[src/rtl/bva_pkg.sv]
package bva_pkg;
  typedef enum logic [2:0] {
    ST_IDLE,
    ST_GUARD,
    ST_DGNT,
    ST_DBUSY,
    ST_IGNT,
    ST_IBUSY
  } bva_state_t;

  localparam logic SEL_VECTOR = 1'b0;
  localparam logic SEL_STATUS = 1'b1;
endpackage

[src/rtl/bva_level_pick.sv]
module bva_level_pick #(
  parameter int LEVELS = 4,
  localparam int LW = (LEVELS > 1) ? $clog2(LEVELS) : 1
) (
  input  logic [LEVELS-1:0] req,
  output logic              any,
  output logic [LW-1:0]     idx
);
  always_comb begin
    idx = '0;
    for (int i = 0; i < LEVELS; i++) begin
      if (req[i]) idx = i[LW-1:0];
    end
  end

  assign any = |req;
endmodule

[src/rtl/bva_cycle_timer.sv]
module bva_cycle_timer #(
  parameter int LIMIT = 19,
  localparam int CW = $clog2(LIMIT + 1)
) (
  input  logic clk,
  input  logic rst_n,
  input  logic start,
  output logic expired
);
  logic [CW-1:0] cnt;

  always_ff @(posedge clk or negedge rst_n) begin
    if (!rst_n) begin
      cnt <= '0;
    end else if (start) begin
      cnt <= CW'(LIMIT - 1);
    end else if (cnt != '0) begin
      cnt <= cnt - 1'b1;
    end
  end

  assign expired = (cnt == '0);
endmodule

[src/rtl/bus_vec_arbiter.sv]
module bus_vec_arbiter
  import bva_pkg::*;
#(
  parameter int LEVELS         = 4,
  parameter int VEC_W          = 16,
  parameter int GUARD_CYCLES   = 19,
  parameter int TIMEOUT_CYCLES = 64,
  localparam int LW = (LEVELS > 1) ? $clog2(LEVELS) : 1
) (
  input  logic              clk,
  input  logic              rst_n,
  input  logic              dma_req,
  output logic              dma_gnt,
  input  logic [LEVELS-1:0] irq_req,
  output logic [LEVELS-1:0] irq_gnt,
  input  logic              dev_ack,
  input  logic              dev_intr,
  input  logic              dev_sync,
  input  logic [VEC_W-1:0]  dev_vec,
  input  logic              rd_req,
  input  logic              rd_sel,
  output logic              rd_done,
  output logic [VEC_W-1:0]  rd_data
);
  bva_state_t       state;
  logic             vpend;
  logic             got_vec;
  logic             to_flag;
  logic [LW-1:0]    lvl;
  logic [VEC_W-1:0] vec_q;

  logic          any_irq;
  logic [LW-1:0] top_idx;
  logic          guard_exp;
  logic          to_exp;
  logic          bus_free;
  logic          guard_start;
  logic          to_start;

  bva_level_pick #(.LEVELS(LEVELS)) u_pick (
    .req (irq_req),
    .any (any_irq),
    .idx (top_idx)
  );

  assign bus_free = !dev_ack &&
                    ((state == ST_IDLE) || (state == ST_GUARD && guard_exp));
  assign guard_start = ((state == ST_DBUSY) || (state == ST_IBUSY)) && !dev_ack;
  assign to_start    = bus_free && !dma_req && vpend && any_irq;

  bva_cycle_timer #(.LIMIT(GUARD_CYCLES)) u_guard (
    .clk     (clk),
    .rst_n   (rst_n),
    .start   (guard_start),
    .expired (guard_exp)
  );

  bva_cycle_timer #(.LIMIT(TIMEOUT_CYCLES)) u_timeout (
    .clk     (clk),
    .rst_n   (rst_n),
    .start   (to_start),
    .expired (to_exp)
  );

  always_ff @(posedge clk or negedge rst_n) begin
    if (!rst_n) begin
      state   <= ST_IDLE;
      vpend   <= 1'b0;
      got_vec <= 1'b0;
      to_flag <= 1'b0;
      lvl     <= '0;
      vec_q   <= '0;
      rd_done <= 1'b0;
      rd_data <= '0;
    end else begin
      rd_done <= 1'b0;
      // host side: one outstanding vector read at a time
      if (rd_req && !vpend) begin
        if (rd_sel == SEL_STATUS) begin
          rd_done <= 1'b1;
          rd_data <= {{(VEC_W-1){1'b0}}, to_flag};
          to_flag <= 1'b0;
        end else begin
          vpend <= 1'b1;
        end
      end
      unique case (state)
        ST_IDLE, ST_GUARD: begin
          if (bus_free) begin
            if (dma_req) begin
              state <= ST_DGNT;
            end else if (vpend && any_irq) begin
              state <= ST_IGNT;
              lvl   <= top_idx;
            end else begin
              state <= ST_IDLE;
              if (vpend) begin
                vpend   <= 1'b0;
                rd_done <= 1'b1;
                rd_data <= '0;
              end
            end
          end
        end
        ST_DGNT: begin
          if (dev_ack)       state <= ST_DBUSY;
          else if (!dma_req) state <= ST_IDLE;
        end
        ST_DBUSY: begin
          if (!dev_ack) state <= ST_GUARD;
        end
        ST_IGNT: begin
          if (dev_ack) begin
            state   <= ST_IBUSY;
            got_vec <= 1'b0;
          end else if (to_exp) begin
            state   <= ST_IDLE;
            vpend   <= 1'b0;
            to_flag <= 1'b1;
            rd_done <= 1'b1;
            rd_data <= '0;
          end
        end
        ST_IBUSY: begin
          if (!dev_ack) begin
            state   <= ST_GUARD;
            vpend   <= 1'b0;
            rd_done <= 1'b1;
            rd_data <= got_vec ? vec_q : '0;
          end else if (dev_intr && dev_sync) begin
            vec_q   <= dev_vec;
            got_vec <= 1'b1;
          end
        end
        default: state <= ST_IDLE;
      endcase
    end
  end

  assign dma_gnt = (state == ST_DGNT);

  for (genvar g = 0; g < LEVELS; g++) begin : g_gnt
    assign irq_gnt[g] = (state == ST_IGNT) && (lvl == LW'(g));
  end

  a_r1_dma_wins: assert property (@(posedge clk) disable iff (!rst_n)
    (bus_free && dma_req) |=> (dma_gnt && irq_gnt == '0));

  a_r2_guard_quiet: assert property (@(posedge clk) disable iff (!rst_n)
    (state == ST_GUARD && !guard_exp) |=> (!dma_gnt && irq_gnt == '0));

  a_r3_irq_needs_read: assert property (@(posedge clk) disable iff (!rst_n)
    ((state == ST_IDLE || state == ST_GUARD) && !vpend) |=> (irq_gnt == '0));

  a_r4_no_dma_in_irq: assert property (@(posedge clk) disable iff (!rst_n)
    (|irq_gnt) |=> !dma_gnt);

  a_r6_steal_zero: assert property (@(posedge clk) disable iff (!rst_n)
    (state == ST_IBUSY && !dev_ack && !got_vec) |=> (rd_done && rd_data == '0));

  a_r7_timeout_flag: assert property (@(posedge clk) disable iff (!rst_n)
    (state == ST_IGNT && !dev_ack && to_exp) |=> (rd_done && to_flag));

  a_r8_one_level: assert property (@(posedge clk) disable iff (!rst_n)
    $onehot0(irq_gnt));

  a_r9_drop_on_ack: assert property (@(posedge clk) disable iff (!rst_n)
    dev_ack |=> (!dma_gnt && irq_gnt == '0));
endmodule

[config.mk]
export PLATFORM = sky130hd
export DESIGN_NAME = bus_vec_arbiter
export DESIGN_NICKNAME = d
export VERILOG_FILES = /design/src/rtl/bva_pkg.sv /design/src/rtl/bva_level_pick.sv /design/src/rtl/bva_cycle_timer.sv /design/src/rtl/bus_vec_arbiter.sv
export SDC_FILE = /design/constraint.sdc
export NUM_CORES = 1
export LEC_CHECK = 0
export BUFFER_PORTS_ARGS = -buffer_cell sky130_fd_sc_hd__buf_2
export CORE_MARGIN = 5
export CORE_UTILIZATION = 30
export CTS_BUF_LIST = sky130_fd_sc_hd__clkbuf_16
export DETAILED_ROUTE_END_ITERATION = 10
export HOLD_SLACK_MARGIN = 0.02
export PLACE_DENSITY = 0.55
export REMOVE_ABC_BUFFERS = 1
export SYNTH_ARGS = -nofsm -noshare
export SYNTH_HDL_FRONTEND = slang
export SYNTH_HIERARCHICAL = 1
export SYNTH_SLANG_ARGS = --single-unit
[constraint.sdc]
create_clock -name clk -period 2.39 [get_ports clk]
set_input_delay 0.3585 -clock clk [delete_from_list [all_inputs] [get_ports clk]]
set_output_delay 0.3585 -clock clk [all_outputs]
set_load 0.005 [all_outputs]
# After elaboration in Yosys (flattened, before gate mapping)

Index checks and enable logic that the tools add are counted.

Flip-flop bits (word level): 53
Bits of input ports: 28
Output and inout port bits: 22
Word-level logic and storage cells: 118

$add $sub $neg: 2
Equality and inequality tests: 15
Mux-type cells: 56
Bitwise operators: 1
Reductions and logical operators: 34

Operator list:

| cell                                                                | count |
|---|---|
| 16-bit two-way mux                                                  | 10 |
| 16-bit case mux with 3 select lines                                 | 1 |
| 1-bit two-way mux                                                   | 27 |
| 3-bit two-way mux                                                   | 8 |
| 7-bit two-way mux                                                   | 2 |
| 1-bit logical AND                                                   | 13 |
| 3-bit case mux with 4 select lines                                  | 1 |
| 4-bit AND reduction                                                 | 3 |
| 5-bit two-way mux                                                   | 2 |
| 2-bit inequality test (second input constant)                       | 4 |
| 7-bit zero test                                                     | 1 |
| 7-bit nonzero test                                                  | 1 |
| 7-bit by 1-bit subtractor with 7-bit output (second input constant) | 1 |
| 3-bit by 2-bit == test with 1-bit output (second input constant)    | 2 |
| 3-bit == test (second input constant)                               | 2 |
| 1-bit case mux with 3 select lines                                  | 2 |
| 2-bit nonzero test                                                  | 3 |
| 5-bit zero test                                                     | 1 |
| 5-bit nonzero test                                                  | 1 |
| 5-bit by 1-bit subtractor with 5-bit output (second input constant) | 1 |
| 2-bit == test (second input constant)                               | 2 |
| 2-bit two-way mux                                                   | 2 |
| 2-bit OR reduction                                                  | 2 |
| 4-bit OR reduction                                                  | 1 |
| other kinds (12)                                                    | 15 |

# Longest topological paths before layout

Gate-level depths: netlist (run 1).

Depth in word-level cells: 8
Gate-level depth with buffers: 9
Mapped depth without buffers: 9

# Modules after synthesis

The synthesis (run 1) kept the hierarchy.

By module, submodules not included:

| module                       | times used | cells an instance | area an instance (sq um) | sequential area each (sq um) |
|---|---|---|---|---|
| bus_vec_arbiter              | 1          | 130               | 1717.9                   | 1026.0 |
| bva_cycle_timer at u_timeout | 1          | 43                | 409.1                    | 175.2 |
| bva_cycle_timer at u_guard   | 1          | 25                | 265.3                    | 125.1 |
| bva_level_pick               | 1          | 4                 | 23.8                     | 0.0 |

# Least setup slack after synthesis (run 1)

Ideal clock, no wire load.

Path type: reg-to-reg
Start point: reg u_timeout.cnt[0]
End point: reg rd_data[13]
Library setup time: 0.121 ns
Data arrival time: 1.944 ns
Data required time: 2.269 ns
Setup slack: 0.325 ns
Stages on the path, launching flop included: 10
Buffers on the path: 1
Clock period less this slack: 2.065 ns
Path through: dfrtp_1 > inv_1 > ha_1 > or3b_2 > nor2_1 > o21bai_1 > a21oi_1 > a21boi_2 > buf_6 > a22o_1

Cells in the longest elaborated chain, start to end: 4

RTL lines:

| element                             | line                   | source |
|---|---|---|
| start: declaration                  | bva_cycle_timer.sv:10  | `logic [CW-1:0] cnt;` |
| start signal: assignment            | bva_cycle_timer.sv:16  | `cnt <= CW'(LIMIT - 1);` |
| start signal: assignment            | bva_cycle_timer.sv:18  | `cnt <= cnt - 1'b1;` |
| 7-bit zero test                     | bva_cycle_timer.sv:22  | `assign expired = (cnt == '0);` |
| via to_exp                          | bus_vec_arbiter.sv:35  | `logic to_exp;` |
| 16-bit two-way mux                  | bus_vec_arbiter.sv:116 | `end else if (to_exp) begin` |
| 16-bit two-way mux                  | bus_vec_arbiter.sv:113 | `if (dev_ack) begin` |
| 16-bit case mux with 3 select lines | bus_vec_arbiter.sv:87  | `unique case (state)` |
| end signal: assignment              | bus_vec_arbiter.sv:81  | `rd_data <= {{(VEC_W-1){1'b0}}, to_flag};` |
| end signal: assignment              | bus_vec_arbiter.sv:129 | `rd_data <= got_vec ? vec_q : '0;` |
| end: declaration                    | bus_vec_arbiter.sv:23  | `output logic [VEC_W-1:0] rd_data` |

The timed path passes the listed nets, and every way through them passes these cells.
A chain may end at the register's enable or synchronous reset.

# Worst setup path after layout (run 1)

Start point: reg u_timeout.cnt[0]
End point: reg rd_data[1]

Same word-level chain as after synthesis.

==> results of run 1 <==
[kinds of logic after synthesis]
| family | share of synthesized area [%] |
|---|---|
| buffers and inverters | 3.94 |
| AOI/OAI and AO/OA | 14.4 |
| adders and majority gates | 1.55 |
| and+or+nand+nor | 14.9 |
| DFF | 54.9 |
| muxes | 9.63 |
| xor gates and xnor gates | 0.725 |
[worst min-delay path by stage]
| stage | start | end | slack (ns) | cells after the start |
|---|---|---|---|---|
| after detailed placement | got_vec | got_vec | 0.46 | 1 |
| after floorplan | rst_n | got_vec | 0.06 | 0 |
| after CTS | rst_n | rd_done | 0.22 | 2 |
| after global routing | rst_n | rd_data[6] | 0.27 | 2 |
| final | rst_n | rd_data[6] | 0.20 | 2 |
| after global placement | got_vec | got_vec | 0.46 | 1 |
[flip-flops by register name, indices dropped and copies added (netlist names)]
| name | cells |
|---|---|
| u_guard/cnt | 5 |
| rd_data | 16 |
| vpend | 1 |
| rd_done | 1 |
| state | 3 |
| vec_q | 16 |
| got_vec | 1 |
| to_flag | 1 |
| u_timeout/cnt | 7 |
| lvl | 2 |
[metrics by stage]
stage | utilization (%) | total power, µW
floorplan | - | 2050
CTS | 37.8 | 3050
detailed placement | 35.9 | 2330
global placement | 35.9 | 2300
finish | 37.9 | 3020
global route | 37.9 | 3260
[what timing repair did]
action / in CTS / in global routing
endpoints found under the setup margin: 0 / 18
hold buffers: 0 / 0
resized for setup: 0 / 3
[cell usage after synthesis, drive strengths merged]
cell type   n  share of area, %
a211o       1              0.36
or3         3              0.98
or4         2              0.62
a221oi      1              0.36
ha          3               1.6
a21o        3              0.93
or3b        2              0.73
xnor2       2              0.73
nor3b       5               1.6
or2         1              0.26
a2111oi     1              0.36
dfrtp      53                55
nor4        1              0.26
nor2        9               1.4
a22o       15               5.4
and3        3              0.78
nor4b       1              0.98
a211oi      1              0.31
inv        14               2.2
a21boi      2              0.78
and3b       2              0.73
and2        1              0.26
nor3        5               1.5
nand2       9               1.4
buf         3               1.1
o21ai       8               1.7
nand3b      1              0.31
clkbuf      4              0.62
nand3       2              0.41
a21oi      10               2.2
o21bai      2               1.1
mux2       18               8.4
or2b        1              0.31
or4b        1              0.57
a32o        1              0.41
nor2b       4               1.0
nand4       1              0.26
mux2i       3               1.2
nand2b      2              0.52
a2111o      1              0.47
[layer usage]
layer,wire length [µm],track usage (%)
met1,2330,14.6
met2,2390,16.9
met3,294,3.09
met4,71,3.68
met5,0,0
[final cells by class]
type	instances	area [µm²]	area share (%)
flip-flops and latches	53	1330	45.0
multi-input cells	128	1010	34.2
repair buffers	55	290	9.86
well taps	102	128	4.33
clock buffers	5	125	4.25
inverters	14	52.6	1.78
clock inverters	3	17.5	0.595
[power by group through the flow]
stage               Sequential (µW)  Combinational, µW  Clock (µW)
detailed placement             1460                875           0
CTS                            1440                880         727
floorplan                      1390                662           0
global placement               1450                848           0
global route                   1490               1010         758
finish                         1440                881         698
==> results.yml, run 1 <==
route:
  viasPerCell: 4.81
  first_pass_iters: 4
  wirelength_um: 5090
  post_drt_wl_per_cell_um: 14.1
  drtAntennaViolNets: 0
  drt-initial-drc-count: 73
  vias: 1733
  drc: 0
grt:
  grt_pass1_wl_um: 8690
  grt_max_degree: 54
  grt_pass1_vias: 1777
  grtUsageTotal_pct: 10.9
  antenna_found_initial: 0
  grt_overflow: 0
worst_setup_path:
  path_class: "flip-flop to flip-flop"
  cp_max_fo: 16
  startpoint_type: "flip-flop"
  r2r_start: "u_timeout/cnt[0]"
  max_stage_delay_ns: 0.49
  crit_path_end_kind: "flip-flop"
  crit_slowest_cell: "or3b_2"
  worst-path-buf-inv: 1
  cp.arrival_ns: 2.33
  critical_path.cell_chain: "inv_1, ha_1, or3b_2, nor2_1, o21bai_1, a21oi_2, a21boi_4, a22o_1"
  crit_end: "rd_data[1]"
  critPathLaunch: "u_timeout/cnt[0]"
  r2r_setup_slack_ns: 0.24
  cp.depth: 8
  cp_top_family: "compound AO/OA/AOI/OAI gates"
  reg2reg_depth: 8
  required_ns: 2.56
  reg2reg_to: "rd_data[1]"
pwr:
  p_comb_share_pct: 29.2
  power_frac_seq_pct: 47.8
  vdd_drop_max_mv: 0.362
  leakage_uw: 0.00147
  cell_internal_pwr_uw: 2030
  cellPowerDensity_nw_per_um2: 1030
  switching_share_pct: 32.9
  clock_power_share_pct: 23.1
  power.net_switching_uw: 995
timing:
  setup_slack_ns: 0.238
  fin_crit_ns: 2.15
  post-route-period-util_pct: 90.0
  slew_viol_final: 0
  worst_slew_pin_slew_ns: 0.709
  final.setup.tns_ns: 0
  rsz0062_at_grt: "false"
  fin_skew_ns: 0.00518
  clock.fmax_mhz: 465
  final-setup-viol-count: 0
  hold_slack_ns: 0.203
  hold_violations: 0
  max-slew-margin-rel_pct: 52.4
clock_tree:
  clkLatencyLatePin_ns: 0.28
  cts_inserted_buffers: 5
  cts_root_buffer: "clkbuf_16"
  cts_sinks: 53
  cts_setup_buffers: 0
  clk_pin_slew_ns: 0.07
  clockBufferDepth: 2
  cts_tree: "built"
  htree_levels: 2
synth:
  yosysWarnings: 6
  synth_area_um2: 2420
  synthDistinctLibCells: 49
  ys_seq_area_share_pct: 54.9
  synthCells: 202
  synth_seq_cells: 53
  synth.avg_cell_area_um2: 12.0
finish:
  nNetsFinal: 288
  layout_commonest_cell: "dfrtp_1"
  final_cells: 360
  num-fill-cells: 771
  diodes: 0
  fin_area_um2: 2950
  drive_above_1_share_pct: 34.9
  final_cell_mix: "53 x dfrtp_1, 49 x buf_2, 17 x mux2_2"
  area_growth_pct: 21.9
placement:
  placedCellCount: 352
  place_ws_ns: 0.114
  gp_congestion: 0.812
  place_hpwl_um: 3530
  io_buffers: 49
  place_area_um2: 2790
job:
  drv_cap: 0
run_status:
  status: "completed"
floorplanning:
  rows: 32
  core_area_um2: 7770
  fp.dieW_um: 99.7
  start_util_pct: 31.1
  die-area_um2: 9950
  ioPinCount: 50
  die_y_um: 99.7
min_path:
  hold_class: "input port to async pin"
Note: power is estimated with default switching activity, not from simulation.
==> run 2: changes to the inputs <==
Settings changed: CORE_ASPECT_RATIO set to 0.9.
==> run 2 against run 1 <==
  * Setup slack got worse by 0.053 ns
  * Clock-buffer cell count did not move
  * Critical endpoint unchanged
  * Combinational power rose by 3.1%
  * Fmax fell by 2.4%
  * Clock power rose by 21%
  * Via count fell by 2.3%
  * First-iteration DRC count fell by 37%
  * Utilization fell by 0.37 points
==> results.yml, run 2 (synthesis results as in run 1) <==
clock_tree:
  cts_root_buffer: "clkbuf_16"
  cts_tree: "built"
  ctsResizeCount: 0
  clk_pin_slew_ns: 0.07
  cts_sinks: 53
  cts_hold_buf: 0
  clockBufferDepth: 2
  cts_setup_buffers: 0
  clkLatencyLatePin_ns: 0.29
  htree_levels: 2
  cts_inserted_buffers: 5
finish:
  drive_above_1_share_pct: 35.7
  diodes: 0
  top_regs: "rd_data: 16 flops, vec_q: 16 flops, u_timeout/cnt: 7 flops"
  nNetsFinal: 288
  multi_input_area_um2: 1020
  final_cell_mix: "53 x dfrtp_1, 49 x buf_2, 17 x mux2_2"
  num-fill-cells: 791
  register_area_um2: 1330
  layout_commonest_cell: "dfrtp_1"
  area_growth_pct: 23.6
worst_setup_path:
  path_class: "flip-flop to flip-flop"
  critical_path.cell_chain: "inv_1, ha_1, or3b_2, nor2_2, o21bai_1, a21oi_2, a21boi_4, a22o_1"
  startpoint_type: "flip-flop"
  required_ns: 2.57
  crit_slowest_cell: "or3b_2"
  worst-path-buf-inv: 1
  cp_top_family: "compound AO/OA/AOI/OAI gates"
  crit_path_end_kind: "flip-flop"
  cp_max_fo: 16
  max_stage_delay_ns: 0.50
  cp.arrival_ns: 2.39
route:
  drtAntennaViolNets: 0
  post_drt_wl_per_cell_um: 14.1
  routed-wl-met2_um: 2230
  wirelength_um: 5030
  drc: 0
  highest-signal-layer: "met4"
  first_pass_iters: 4
  dr_wl_met3_um: 339
  drt-initial-drc-count: 46
  viasPerCell: 4.74
  met1_length_um: 2430
  vias: 1693
timing:
  hold_violations: 0
  max-slew-margin-rel_pct: 51.2
  setup_slack_ns: 0.185
  fin_skew_ns: 0.00477
  clock.fmax_mhz: 454
  final.setup.tns_ns: 0
  slew_viol_final: 0
  worst_slew_pin_slew_ns: 0.727
  post-route-period-util_pct: 92.2
  fin_crit_ns: 2.20
  rsz0062_at_grt: "false"
  final-setup-viol-count: 0
placement:
  place_ws_ns: 0.0716
  gp_congestion: 0.820
  io_buffers: 49
  place_hpwl_um: 3610
grt:
  grtUsageTotal_pct: 10.6
  grt_pass1_wl_um: 8480
  grt_max_degree: 54
  grt_overflow: 0
  grt_pass1_vias: 1729
  antenna_found_initial: 0
floorplanning:
  die_y_um: 95.1
  die-area_um2: 9950
  rows: 31
  core_area_um2: 7950
  start_util_pct: 30.4
  fp.dieW_um: 105
  ioPinCount: 50
min_path:
  hold_class: "input port to async pin"
pwr:
  leakage_uw: 0.00149
  cellPowerDensity_nw_per_um2: 1070
  vdd_drop_max_mv: 0.440
run_status:
  status: "completed"
job:
  drv_cap: 0
-- run 2: cell type report --
type                       count  share of cell area (%)
timing repair buffer          55                    9.72
inverter                      14                    1.76
clock buffer                   5                    4.19
clock inverter                 3                    1.59
tap                           99                    4.15
multi-input combinational    128                    34.2
sequential                    53                    44.4
-- run 2: routing by layer --
layer / vias up / global-route usage (%)
met5: - / 0
met4: 0 / 3.19
met3: 4 / 3.86
met2: 39 / 16.1
met1: 814 / 14.2
li1: 836 / -
-- run 2: path summary, 6_finish.rpt --
kind / from / endpoint / slack, ns / depth (start not counted)
setup / recovery: u_timeout/cnt[0] / rd_data[1] / 0.19 / 8
hold / removal: rst_n / vec_q[14] / 0.18 / 2
setup reg to reg: u_timeout/cnt[0] / rd_data[1] / 0.19 / 8
hold reg to reg: got_vec / got_vec / 0.48 / 1
max in group asynchronous: rst_n / u_guard/cnt[4] / 1.78 / 2
min in group clk: dev_vec[10] / vec_q[10] / 0.29 / 2
-- run 2: power breakdown --
part	internal, µW	leakage [µW]	switching, µW
clock network	502	0.0000848	346
logic	468	0.000710	440
registers	1180	0.000691	241
-- run 2: per-stage QoR --
stage                     hold slack [ns]  instances  total power [µW]  cell area (µm²)  utilization, %
after detailed placement            0.464        349              2340             2790            35.1
after floorplan                    0.0629        195              2050             2370               -
after global routing                0.247        357              3400             2990            37.5
final                               0.178        357              3180             2990            37.5
after CTS                           0.206        357              3200             2960            37.2
after global placement              0.456        349              2310             2790            35.1
==> run 3: changes to the inputs <==
Settings changed: SLEW_MARGIN set to 30, SYNTH_HIERARCHICAL 1 to unset.
Clock period 2.39 ns to 2.1 ns, I/O delays scaled along.
==> run 3 against run 2 <==
  * Design area up 5.1%
  * Cell count increased by 19%
  * Hold slack got worse by 0.030 ns
  * Non-clock buffer count grew 7
  * Setup slack got worse by 0.056 ns
  * Synthesized area grew 5.9%
  * Clock power is 6.4% lower
  * Critical path type unchanged
  * Critical endpoint is now u_timeout.cnt[3]
  * Highest routed layer unchanged
==> results.yml, run 3 <==
timing:
  clock.fmax_mhz: 507
  final.setup.tns_ns: 0
  slew_viol_final: 0
  rsz0062_at_grt: "false"
  worst_slew_pin_slew_ns: 0.680
  setup_slack_ns: 0.129
  max-slew-margin-rel_pct: 54.6
  hold_violations: 0
  post-route-period-util_pct: 93.9
  fin_crit_ns: 1.97
  final-setup-viol-count: 0
  fin_skew_ns: 0.00699
pwr:
  p_comb_share_pct: 29.7
  cell_internal_pwr_uw: 2220
  leakage_uw: 0.00153
  power.net_switching_uw: 1160
  vdd_drop_max_mv: 0.355
  switching_share_pct: 34.4
  cellPowerDensity_nw_per_um2: 1080
  power_frac_seq_pct: 46.9
  clock_power_share_pct: 23.5
worst_setup_path:
  crit_slowest_cell: "or4b_4"
  max_stage_delay_ns: 0.51
  startpoint_type: "flip-flop"
  reg2reg_to: "u_timeout.cnt[3]"
  path_class: "flip-flop to flip-flop"
  required_ns: 2.31
  cp.arrival_ns: 2.18
  cp_top_family: "simple AND/OR/NAND/NOR gates"
  cp_max_fo: 5
  r2r_setup_slack_ns: 0.13
  worst-path-buf-inv: 1
  crit_path_end_kind: "flip-flop"
  reg2reg_depth: 6
  critical_path.cell_chain: "inv_1, ha_2, or4b_4, or3_4, and3_1, o21ai_0"
  r2r_start: "u_timeout.cnt[0]"
floorplanning:
  rows: 32
  start_util_pct: 30.3
  ioPinCount: 50
  die_y_um: 97.6
  fp.dieW_um: 107
  die-area_um2: 10500
  core_area_um2: 8450
route:
  first_pass_iters: 4
  drtAntennaViolNets: 0
  drc: 0
  wirelength_um: 6110
  post_drt_wl_per_cell_um: 14.3
  viasPerCell: 4.88
  drt-initial-drc-count: 92
  vias: 2079
clock_tree:
  htree_levels: 2
  cts_tree: "built"
  cts_root_buffer: "clkbuf_16"
  clk_pin_slew_ns: 0.07
  cts_hold_buf: 0
  cts_sinks: 53
  cts_setup_buffers: 0
  ctsResizeCount: 1
  clkLatencyLatePin_ns: 0.29
  clockBufferDepth: 2
  cts_inserted_buffers: 5
grt:
  grt_max_degree: 54
  grt_pass1_wl_um: 10300
  antenna_found_initial: 0
  grt_overflow: 0
  grtUsageTotal_pct: 12.1
  grt_pass1_vias: 2098
finish:
  area_growth_pct: 22.7
  drive_above_1_share_pct: 31.6
  final_cell_mix: "53 x dfrtp_1, 49 x buf_2, 35 x nand2_1"
  nNetsFinal: 337
  top_regs: "rd_data: 16 flops, vec_q: 16 flops, u_timeout.cnt: 7 flops"
  multi_input_area_um2: 1130
  num-fill-cells: 865
  diodes: 0
  register_area_um2: 1330
  layout_commonest_cell: "dfrtp_1"
synth:
  synthFlopType: "dfrtp_1"
  synth_area_um2: 2560
  synthArstFlopShare_pct: 100
  synth_seq_cells: 53
  synthCells: 255
  synth_edf_count: 0
  synth_top_area_share_pct: 51.9
  yosys.area.top_type: "dfrtp_1"
  ys_seq_area_share_pct: 51.9
  synthTopCellsByArea: "dfrtp_1 52%, nand4_1 7.6%, mux2_2 7.5%, nand2_1 5.1%, nand3_1 3.1%"
  synth.avg_cell_area_um2: 10.0
  yosysMostFrequentCell: "dfrtp_1"
  synthDistinctLibCells: 37
  synth_common_cells: "53 x dfrtp_1, 35 x nand2_1, 31 x nand4_1"
  yosysWarnings: 0
job:
  drv_cap: 0
min_path:
  hold_class: "input port to async pin"
run_status:
  status: "completed"
placement:
  io_buffers: 49
  place_ws_ns: 0.00149
  gp_congestion: 0.803
  place_hpwl_um: 4280
==> run 3: changes by cell type after synthesis, moves of 3 or more <==
cell	delta
nand2_1	+26
inv_1	-6
nand2b_1	+3
mux2i_1	-3
clkbuf_1	+7
a22o_1	-15
nand3_1	+14
nor2b_1	-4
nor3b_1	-3
nand4_1	+30
nor3_1	+3
buf_2	+4
o211ai_1	+3
==> run 3: final cells by class <==
cell class	count	area share (%)
multi-input cells	176	36.1
repair buffers	62	11.3
clock buffers	5	3.99
well taps	119	4.75
flip-flops and latches	53	42.3
inverters	8	0.957
clock inverters	3	0.558
==> run 3: power by group through the flow <==
stage	clock [µW]	combinational (µW)	sequential (µW)
2_1_floorplan	0	688	1520
3_3_place_gp	0	978	1590
3_5_place_dp	0	998	1590
4_1_cts	815	1000	1580
5_1_grt	851	1160	1640
6_report	794	1000	1590
==> run 3: kinds of logic after synthesis <==
| logic type | count (synthesis) | share of synthesized area, % |
|---|---|---|
| compound gates | 30 | 7.73 |
| fa+ha+maj | 3 | 1.47 |
| flops | 53 | 51.9 |
| simple gates | 122 | 25.3 |
| buf+inv | 26 | 4.79 |
| mux | 17 | 7.49 |
| xor+xnor | 4 | 1.37 |
==> run 3: how the worst max path moves through the flow <==
stage | cells after the start | start | end | slack [ns]
5_1_grt | 7 | u_timeout.cnt[0] | vpend | 0.004
6_report | 6 | u_timeout.cnt[0] | u_timeout.cnt[3] | 0.13
3_3_place_gp | 5 | u_timeout.cnt[0] | to_flag | 0.11
2_1_floorplan | 6 | u_guard.cnt[0] | rd_data[10] | 0.14
4_1_cts | 6 | u_timeout.cnt[0] | u_timeout.cnt[3] | 0.03
3_5_place_dp | 5 | u_timeout.cnt[0] | to_flag | 0.001
==> run 3: worst register-to-register path, cell delays in order, from the launching register on <==
cell	delay, ns
dfrtp_1	0.39
inv_1	0.10
ha_2	0.22
or4b_4	0.51
or3_4	0.38
and3_1	0.17
o21ai_0	0.13
==> run 3: per-layer routing <==
layer | global-route usage, % | vias up | wire length (µm)
li1 | - | 1025 | -
met1 | 17.1 | 1004 | 3010
met2 | 17.7 | 45 | 2720
met3 | 3.72 | 5 | 337
met4 | 3.44 | 0 | 52
met5 | 0 | - | 0
==> run 3: per-stage QoR <==
step | power, µW | cells | cell area [µm²] | util, % | hold slack, ns
floorplan | 2210 | 237 | 2460 | - | 0.0194
global placement | 2570 | 418 | 2970 | 35.1 | 0.462
detailed placement | 2590 | 418 | 2970 | 35.1 | 0.467
CTS | 3400 | 426 | 3120 | 36.9 | 0.182
global route | 3650 | 426 | 3140 | 37.1 | 0.223
finish | 3380 | 426 | 3140 | 37.1 | 0.148
